[src/rtl/hamming74_pkg.sv]
package hamming74_pkg;

  localparam int CW_W  = 7;
  localparam int MSG_W = 4;
  localparam int CHK_W = 3;

  typedef logic [CW_W-1:0]  cw_t;
  typedef logic [MSG_W-1:0] msg_t;
  typedef logic [CHK_W-1:0] syn_t;

  // Position (1-based) that carries message bit MSG_W-1-j.
  localparam int MSG_POS [MSG_W] = '{7, 3, 5, 6};

  // Positions whose index has bit k set form check group k.
  function automatic cw_t group_mask(input int k);
    cw_t m;
    for (int i = 0; i < CW_W; i++) begin
      m[i] = (((i + 1) >> k) & 1) != 0;
    end
    return m;
  endfunction

  typedef struct packed {
    cw_t  cw;
    syn_t syn;
    cw_t  fix;
    msg_t msg;
    logic err;
  } codec_out_t;

endpackage

[src/rtl/hamming74_enc.sv]
module hamming74_enc
  import hamming74_pkg::*;
(
  input  msg_t msg,
  output cw_t  cw
);

  cw_t placed;

  always_comb begin
    placed = '0;
    for (int j = 0; j < MSG_W; j++) begin
      placed[MSG_POS[j]-1] = msg[MSG_W-1-j];
    end
  end

  // Parity slots are zero in placed, so the group XOR yields the check bit.
  logic [CHK_W-1:0] par;
  for (genvar k = 0; k < CHK_W; k++) begin : g_par
    assign par[k] = ^(placed & group_mask(k));
  end

  always_comb begin
    cw = placed;
    for (int k = 0; k < CHK_W; k++) begin
      cw[(1 << k) - 1] = par[k];
    end
  end

endmodule

[src/rtl/hamming74_syn.sv]
module hamming74_syn
  import hamming74_pkg::*;
(
  input  cw_t  rx,
  output syn_t syn
);

  for (genvar k = 0; k < CHK_W; k++) begin : g_chk
    assign syn[k] = ^(rx & group_mask(k));
  end

endmodule

[src/rtl/hamming74_fix.sv]
module hamming74_fix
  import hamming74_pkg::*;
(
  input  cw_t  rx,
  input  syn_t syn,
  output cw_t  fix,
  output msg_t msg,
  output logic err
);

  assign err = |syn;

  for (genvar i = 0; i < CW_W; i++) begin : g_flip
    assign fix[i] = rx[i] ^ (syn == syn_t'(i + 1));
  end

  for (genvar j = 0; j < MSG_W; j++) begin : g_msg
    assign msg[MSG_W-1-j] = fix[MSG_POS[j]-1];
  end

endmodule

[src/rtl/hamming74_codec.sv]
module hamming74_codec
  import hamming74_pkg::*;
#(
  parameter bit REG_OUT = 1'b1
) (
  input  logic             clk,
  input  logic             rst_n,
  input  logic             en,
  input  logic [MSG_W-1:0] msg_in,
  input  logic [CW_W-1:0]  rx_in,
  output logic [CW_W-1:0]  cw_out,
  output logic [CHK_W-1:0] syn_out,
  output logic [CW_W-1:0]  fix_out,
  output logic [MSG_W-1:0] msg_out,
  output logic             err_out
);

  codec_out_t comb_o;
  codec_out_t out_o;

  hamming74_enc enc_i (
    .msg (msg_in),
    .cw  (comb_o.cw)
  );

  hamming74_syn syn_i (
    .rx  (rx_in),
    .syn (comb_o.syn)
  );

  hamming74_fix fix_i (
    .rx  (rx_in),
    .syn (comb_o.syn),
    .fix (comb_o.fix),
    .msg (comb_o.msg),
    .err (comb_o.err)
  );

  if (REG_OUT) begin : g_reg
    codec_out_t q_r;
    codec_out_t q_nxt;

    always_comb begin
      q_nxt = q_r;
      if (en) begin
        q_nxt = comb_o;
      end
    end

    always_ff @(posedge clk or negedge rst_n) begin
      if (!rst_n) begin
        q_r <= '0;
      end else begin
        q_r <= q_nxt;
      end
    end

    assign out_o = q_r;
  end else begin : g_comb
    logic unused_ok;
    assign unused_ok = &{1'b0, clk, rst_n, en};
    assign out_o = comb_o;
  end

  assign cw_out  = out_o.cw;
  assign syn_out = out_o.syn;
  assign fix_out = out_o.fix;
  assign msg_out = out_o.msg;
  assign err_out = out_o.err;

endmodule

[config.mk]
export PLATFORM = sky130hd
export DESIGN_NAME = hamming74_codec
export DESIGN_NICKNAME = d
export VERILOG_FILES = /design/src/rtl/hamming74_pkg.sv /design/src/rtl/hamming74_enc.sv /design/src/rtl/hamming74_syn.sv /design/src/rtl/hamming74_fix.sv /design/src/rtl/hamming74_codec.sv
export SDC_FILE = /design/constraint.sdc
export NUM_CORES = 1
export LEC_CHECK = 0
export CAP_MARGIN = 20
export CORE_UTILIZATION = 36
export CTS_BUF_LIST = sky130_fd_sc_hd__clkbuf_8 sky130_fd_sc_hd__clkbuf_16
export DETAILED_ROUTE_END_ITERATION = 10
export PLACE_DENSITY = 0.71
export SLEW_MARGIN = 20
export SYNTH_ARGS = -nofsm -noshare
export SYNTH_HDL_FRONTEND = slang
export SYNTH_SLANG_ARGS = --single-unit
export TNS_END_PERCENT = 1
[constraint.sdc]
create_clock -name clk -period 3 [get_ports clk]
set_input_delay 0.3 -clock clk [delete_from_list [all_inputs] [get_ports clk]]
set_output_delay 0.3 -clock clk [all_outputs]
set_load 0.01 [all_outputs]
==> Word-level counts from Yosys, hierarchy flattened <==
Cells that the tools add are included.
W data, S select, Z words.
{ "totals": {"ff_bits": 22, "word_cells": 26} }
{ "classes": {"eq_ne": 7, "bitwise_logic": 7, "n_reduce_logical": 7} }
{ "ops": {"columns": ["op", "count"], "rows": [
  ["$reduce_xor A7 Y1", 6],
  ["$eq A3 B3 Y1 const B", 4],
  ["$xor A1 B1 Y1", 7],
  ["$eq A3 B2 Y1 const B", 2],
  ["$eq A3 B1 Y1 const B", 1],
  ["$reduce_or A3 Y1", 1]
]} }

==> Depth between registers and ports, before layout <==
{ "depth": {"word_depth": 3, "depth_mapped": 5, "depth_no_buf": 4} }

==> By module <==
A second synthesis with hierarchy kept.
{ "unflattened": {"hier_cells": 80, "hier_area_um2": 1156.1} }
{ "modules_own_cells": {"columns": ["module", "n_inst", "cells_each", "area_each_um2", "seq_area_each_um2"], "rows": [
  ["hamming74_codec", 1, 46, 820.8, 550.5],
  ["hamming74_fix", 1, 19, 148.9, 0.0],
  ["hamming74_enc", 1, 7, 108.9, 0.0],
  ["hamming74_syn", 1, 8, 77.6, 0.0]
]} }

==> Least setup slack after synthesis <==
No wires, ideal clock.
{ "synth_path": {"kind": "input-to-reg", "startpoint": "input port rx_in[1]", "endpoint": "register g_reg.q_r, in the netlist fix_out[6]", "setup_time_ns": 0.132, "arrival_time_ns": 1.478, "slack_ns": 1.391, "path_stages": 5, "cell_sequence": "buf_2 > xnor2_1 > nor3_1 > o2111ai_1 > or3b_1"} }
{ "synth_via": {"elab_chain_len": 3} }
{ "synth_rtl": {"columns": ["element", "line_no", "text"], "rows": [
  ["start: declaration", "hamming74_codec.sv:10", "input logic [CW_W-1:0] rx_in,"],
  ["$reduce_xor A7 Y1", "hamming74_syn.sv:9", "assign syn[k] = ^(rx & group_mask(k));"],
  ["$eq A3 B3 Y1", "hamming74_fix.sv:14", "assign fix[i] = rx[i] ^ (syn == syn_t'(i + 1));"],
  ["$xor A1 B1 Y1", "hamming74_fix.sv:14", null],
  ["end signal: assignment", "hamming74_codec.sv:54", "q_r <= q_nxt;"],
  ["end: declaration", "hamming74_codec.sv:40", "codec_out_t q_r;"]
]} }
Every way passes these cells.
A chain may end at the register's enable or synchronous reset.

==> Worst setup path in the final report <==
{ "layout_path": {"startpoint": "input port rx_in[5]", "endpoint": "register g_reg.q_r, in the netlist fix_out[6]"} }
{ "layout_via": {"elab_chain_len": 3, "word_cells_on_any_way": 4, "cone_classes": "eq/ne: 1; bitwise: 1; reduce/logical: 2"} }
{ "layout_rtl": {"columns": ["element", "line_no"], "rows": [
  ["$reduce_xor A7 Y1", "hamming74_syn.sv:9"],
  ["$eq A3 B3 Y1 *", "hamming74_fix.sv:14"],
  ["$xor A1 B1 Y1 *", "hamming74_fix.sv:14"]
]} }
Mark *: on every way between the ends. The rest lies on a longest branch, timed or not.

==> flow_results.xml <==
<?xml version="1.0" encoding="UTF-8"?>
<metrics>
  <group name="clock_network">
    <metric name="clk_latency" unit="ns">0.26</metric>
    <metric name="clock_sinks" unit="">18</metric>
    <metric name="clock_tree_from_tritoncts" unit="">done</metric>
    <metric name="inserted_clock_buffers" unit="">3</metric>
    <metric name="cts_resized" unit="">0</metric>
    <metric name="cts.reportedPaths.clkPinSlew" unit="ns">0.08</metric>
    <metric name="ctsHoldBuffers" unit="">0</metric>
    <metric name="clk_path_buf_depth" unit="">2</metric>
    <metric name="htree_num_levels" unit="">1</metric>
    <metric name="cts_setup_buffers" unit="">0</metric>
    <metric name="root_buffer" unit="">clkbuf_8</metric>
  </group>
  <group name="setup_path">
    <metric name="worst_setup_path_startpoint" unit="">rx_in[5]</metric>
    <metric name="critPathMaxFanout" unit="">13</metric>
    <metric name="worst-r2r-cell-count" unit="">2</metric>
    <metric name="regToRegSetupSlack" unit="ns">1.96</metric>
    <metric name="cp_data_required_time" unit="ns">3.15</metric>
    <metric name="crit-reg2reg-capture" unit="">fix_out[6]$_DFFE_PN0P_</metric>
    <metric name="path_class" unit="">primary input to flip-flop</metric>
    <metric name="cp-end-kind" unit="">flip-flop</metric>
    <metric name="critPathArrivalTime" unit="ns">2.36</metric>
    <metric name="critPathLaunchType" unit="">primary input</metric>
    <metric name="worstReg2RegStart" unit="">fix_out[6]$_DFFE_PN0P_</metric>
    <metric name="crit_end" unit="">fix_out[6]$_DFFE_PN0P_</metric>
  </group>
  <group name="cells_and_area">
    <metric name="design.final.nets" unit="">171</metric>
    <metric name="antenna_cells" unit="">0</metric>
    <metric name="layout_common_cells" unit="">clkdlybuf4s50_1 (35), dfrtp_1 (18), xnor2_1 (11), nand3_1 (11)</metric>
    <metric name="post_route_cells_drive_above_1_share" unit="%">11.5</metric>
    <metric name="layout-area-overhead-vs-synth" unit="%">32.6</metric>
    <metric name="fillers" unit="">279</metric>
    <metric name="layout.cells.most_common" unit="">clkdlybuf4s50_1</metric>
  </group>
  <group name="floorplan">
    <metric name="die_height" unit="µm">60.1</metric>
    <metric name="core_area" unit="µm²">3130</metric>
    <metric name="initial_utilization" unit="%">38.8</metric>
    <metric name="site_rows" unit="">20</metric>
    <metric name="die_width" unit="µm">60.1</metric>
    <metric name="pin_count" unit="">36</metric>
    <metric name="fp.dieArea" unit="µm²">3610</metric>
  </group>
  <group name="pwr">
    <metric name="switching_share_of_power" unit="%">31.0</metric>
    <metric name="power.share.combinational" unit="%">37.4</metric>
    <metric name="seq_power_share" unit="%">37.3</metric>
    <metric name="cell_internal_pwr" unit="µW">568</metric>
    <metric name="vdd_ir_drop_max" unit="mV">0.212</metric>
    <metric name="power-per-cell-area" unit="nW/µm²">511</metric>
    <metric name="leakagePower" unit="µW">0.000609</metric>
    <metric name="clock_power_share" unit="%">25.2</metric>
    <metric name="p_switching" unit="µW">255</metric>
  </group>
  <group name="synth">
    <metric name="ys_ff_latch" unit="">18</metric>
    <metric name="mappedNetlistNets" unit="">142</metric>
    <metric name="synthDistinctLibCells" unit="">36</metric>
    <metric name="synth.yosys.seq_area_share" unit="%">37.1</metric>
    <metric name="synth_area_per_cell" unit="µm²">9.48</metric>
    <metric name="postSynthCellCount" unit="">128</metric>
    <metric name="largest_cells_by_area_after_synthesis" unit="">dfrtp_1 (37%), xnor2_1 (7.9%), mux2_2 (6.5%), nand3_1 (4.5%), nor3_1 (3.3%)</metric>
    <metric name="netlist.area_leader.share" unit="%">37.1</metric>
    <metric name="netlist.top_cell.by_area" unit="">dfrtp_1</metric>
    <metric name="synth_warnings" unit="">0</metric>
    <metric name="syn-cell-area" unit="µm²">1210</metric>
  </group>
  <group name="placed_design">
    <metric name="placement.setup.worst_slack" unit="ns">0.585</metric>
    <metric name="final_gp_congestion" unit="">0.898</metric>
    <metric name="dp_hpwl" unit="µm">2010</metric>
    <metric name="buffer_ports.inserted" unit="">35</metric>
  </group>
  <group name="worst_hold_path">
    <metric name="hold_path_class" unit="">primary input to async pin</metric>
  </group>
  <group name="drt">
    <metric name="drt-vias-per-instance" unit="">5.28</metric>
    <metric name="ant_nets" unit="">0</metric>
    <metric name="detailroute.wirelength.met3" unit="µm">117</metric>
    <metric name="vias" unit="">1055</metric>
    <metric name="drt_pass1_iterations" unit="">4</metric>
    <metric name="m1WireLength" unit="µm">1280</metric>
    <metric name="highest_layer" unit="">met4</metric>
    <metric name="route.detailed.wl_per_inst" unit="µm">13.7</metric>
    <metric name="drcViolationCount" unit="">0</metric>
    <metric name="route.final.wire_length" unit="µm">2740</metric>
    <metric name="wl_met2" unit="µm">1300</metric>
    <metric name="drt_iter0_drc" unit="">48</metric>
  </group>
  <group name="grt">
    <metric name="initial_antenna_violation_count" unit="">0</metric>
    <metric name="grt_pass1_wl" unit="µm">4610</metric>
    <metric name="track_usage" unit="%">17.2</metric>
    <metric name="globalRouteOverflowTotal" unit="">0</metric>
    <metric name="pin_count_of_the_biggest_net_entering_global_routing" unit="">28</metric>
    <metric name="vias_in_the_first_global_route" unit="">1027</metric>
  </group>
  <group name="sta">
    <metric name="clock_period_minus_final_worst_setup_slack" unit="ns">2.21</metric>
    <metric name="finalWorstSetupSlack" unit="ns">0.791</metric>
    <metric name="final_hold_viol_count" unit="">0</metric>
    <metric name="skew" unit="ns">0</metric>
    <metric name="period_share" unit="%">73.6</metric>
    <metric name="slew_violations" unit="">0</metric>
    <metric name="maximum_clock_frequency" unit="MHz">453</metric>
    <metric name="tightestPinTransition" unit="ns">0.806</metric>
    <metric name="whs" unit="ns">0.495</metric>
    <metric name="max-slew-margin-rel" unit="%">46.1</metric>
    <metric name="totalNegativeSetupSlack" unit="ns">0</metric>
    <metric name="setup_viol" unit="">0</metric>
    <metric name="rsz0062_at_grt" unit="">false</metric>
  </group>
  <group name="status">
    <metric name="run_status" unit="">completed</metric>
  </group>
  <group name="job">
    <metric name="timing.max_cap.violations" unit="">0</metric>
  </group>
</metrics>
## kinds of logic (layout without fill, tap and decap cells)
| group | after synthesis | count (layout) | share of synthesized area, % |
|---|---|---|---|
| and+or+nand+nor | 45 | 45 | 18.9 |
| DFF | 18 | 18 | 37.1 |
| AOI/OAI and AO/OA | 23 | 23 | 15.9 |
| buffers and inverters | 18 | 46 | 8.14 |
| muxes | 7 | 7 | 6.50 |
| xor gates and xnor gates | 17 | 17 | 13.5 |
## per-layer routing
metal,up-vias,global-route usage [%]
li1,514,-
met1,508,22.7
met2,28,26.8
met3,5,3.46
met4,0,7.97
met5,-,0
## critical path: stages
cell	delay, ns
clkdlybuf4s50_1	0.75
xnor2_1	0.21
xnor2_1	0.55
o2bb2ai_1	0.16
or3b_1	0.39
## flip-flops by register name, summed over array words and instances, names as in the netlist
name     count
fix_out      7
syn_out      3
err_out      1
cw_out       7
## stage by stage
| step | cells | utilization [%] | instance area [µm²] | power, µW |
|---|---|---|---|---|
| after detailed placement | 196 | 49.7 | 1550 | 620 |
| after global routing | 200 | 51.4 | 1610 | 869 |
| after CTS | 200 | 51.4 | 1610 | 828 |
| final | 200 | 51.4 | 1610 | 823 |
| after global placement | 196 | 49.7 | 1550 | 614 |
| after floorplan | 128 | - | 1210 | 478 |
## power by group through the flow
stage	Sequential [µW]	Combinational (µW)	Clock, µW
5_1_grt	314	333	223
6_report	307	308	208
2_1_floorplan	329	149	0
4_1_cts	308	309	211
3_3_place_gp	311	303	0
3_5_place_dp	313	307	0
## synth_stat cells, drive strengths merged
library cell  instances
clkinv                1
a2111oi               2
o2111ai               4
nor3                  8
nand3b                1
nor2                  7
inv                   4
or3b                  3
a2111o                1
a2bb2oi               4
a211oi                1
nand3                11
dfrtp                18
clkbuf                3
o21ai                 1
xor2                  5
a41oi                 2
a31oi                 1
a21oi                 4
or3                   6
o2bb2ai               2
nand2b                1
mux2                  7
o22ai                 1
xnor2                12
buf                  10
nand2                 8
## worst min path at each step
stage / from / to / cells past startpoint
CTS: cw_out[6]$_DFFE_PN0P_ / cw_out[6]$_DFFE_PN0P_ / 1
detailed placement: err_out$_DFFE_PN0P_ / err_out$_DFFE_PN0P_ / 2
global route: cw_out[1]$_DFFE_PN0P_ / cw_out[1]$_DFFE_PN0P_ / 1
global placement: err_out$_DFFE_PN0P_ / err_out$_DFFE_PN0P_ / 2
floorplan: rst_n / cw_out[0]$_DFFE_PN0P_ / 0
finish: rst_n / fix_out[6]$_DFFE_PN0P_ / 1
## area by class of cell
type                       count  area (µm²)  area share [%]
multi-input combinational     92         664            41.3
sequential                    18         450            28.0
timing repair buffer          37         365            22.7
clock buffer                   4        55.1            3.42
tap                           44        55.1            3.42
inverter                       5        18.8            1.17
No activity file was read; power rests on OpenSTA's default activity.
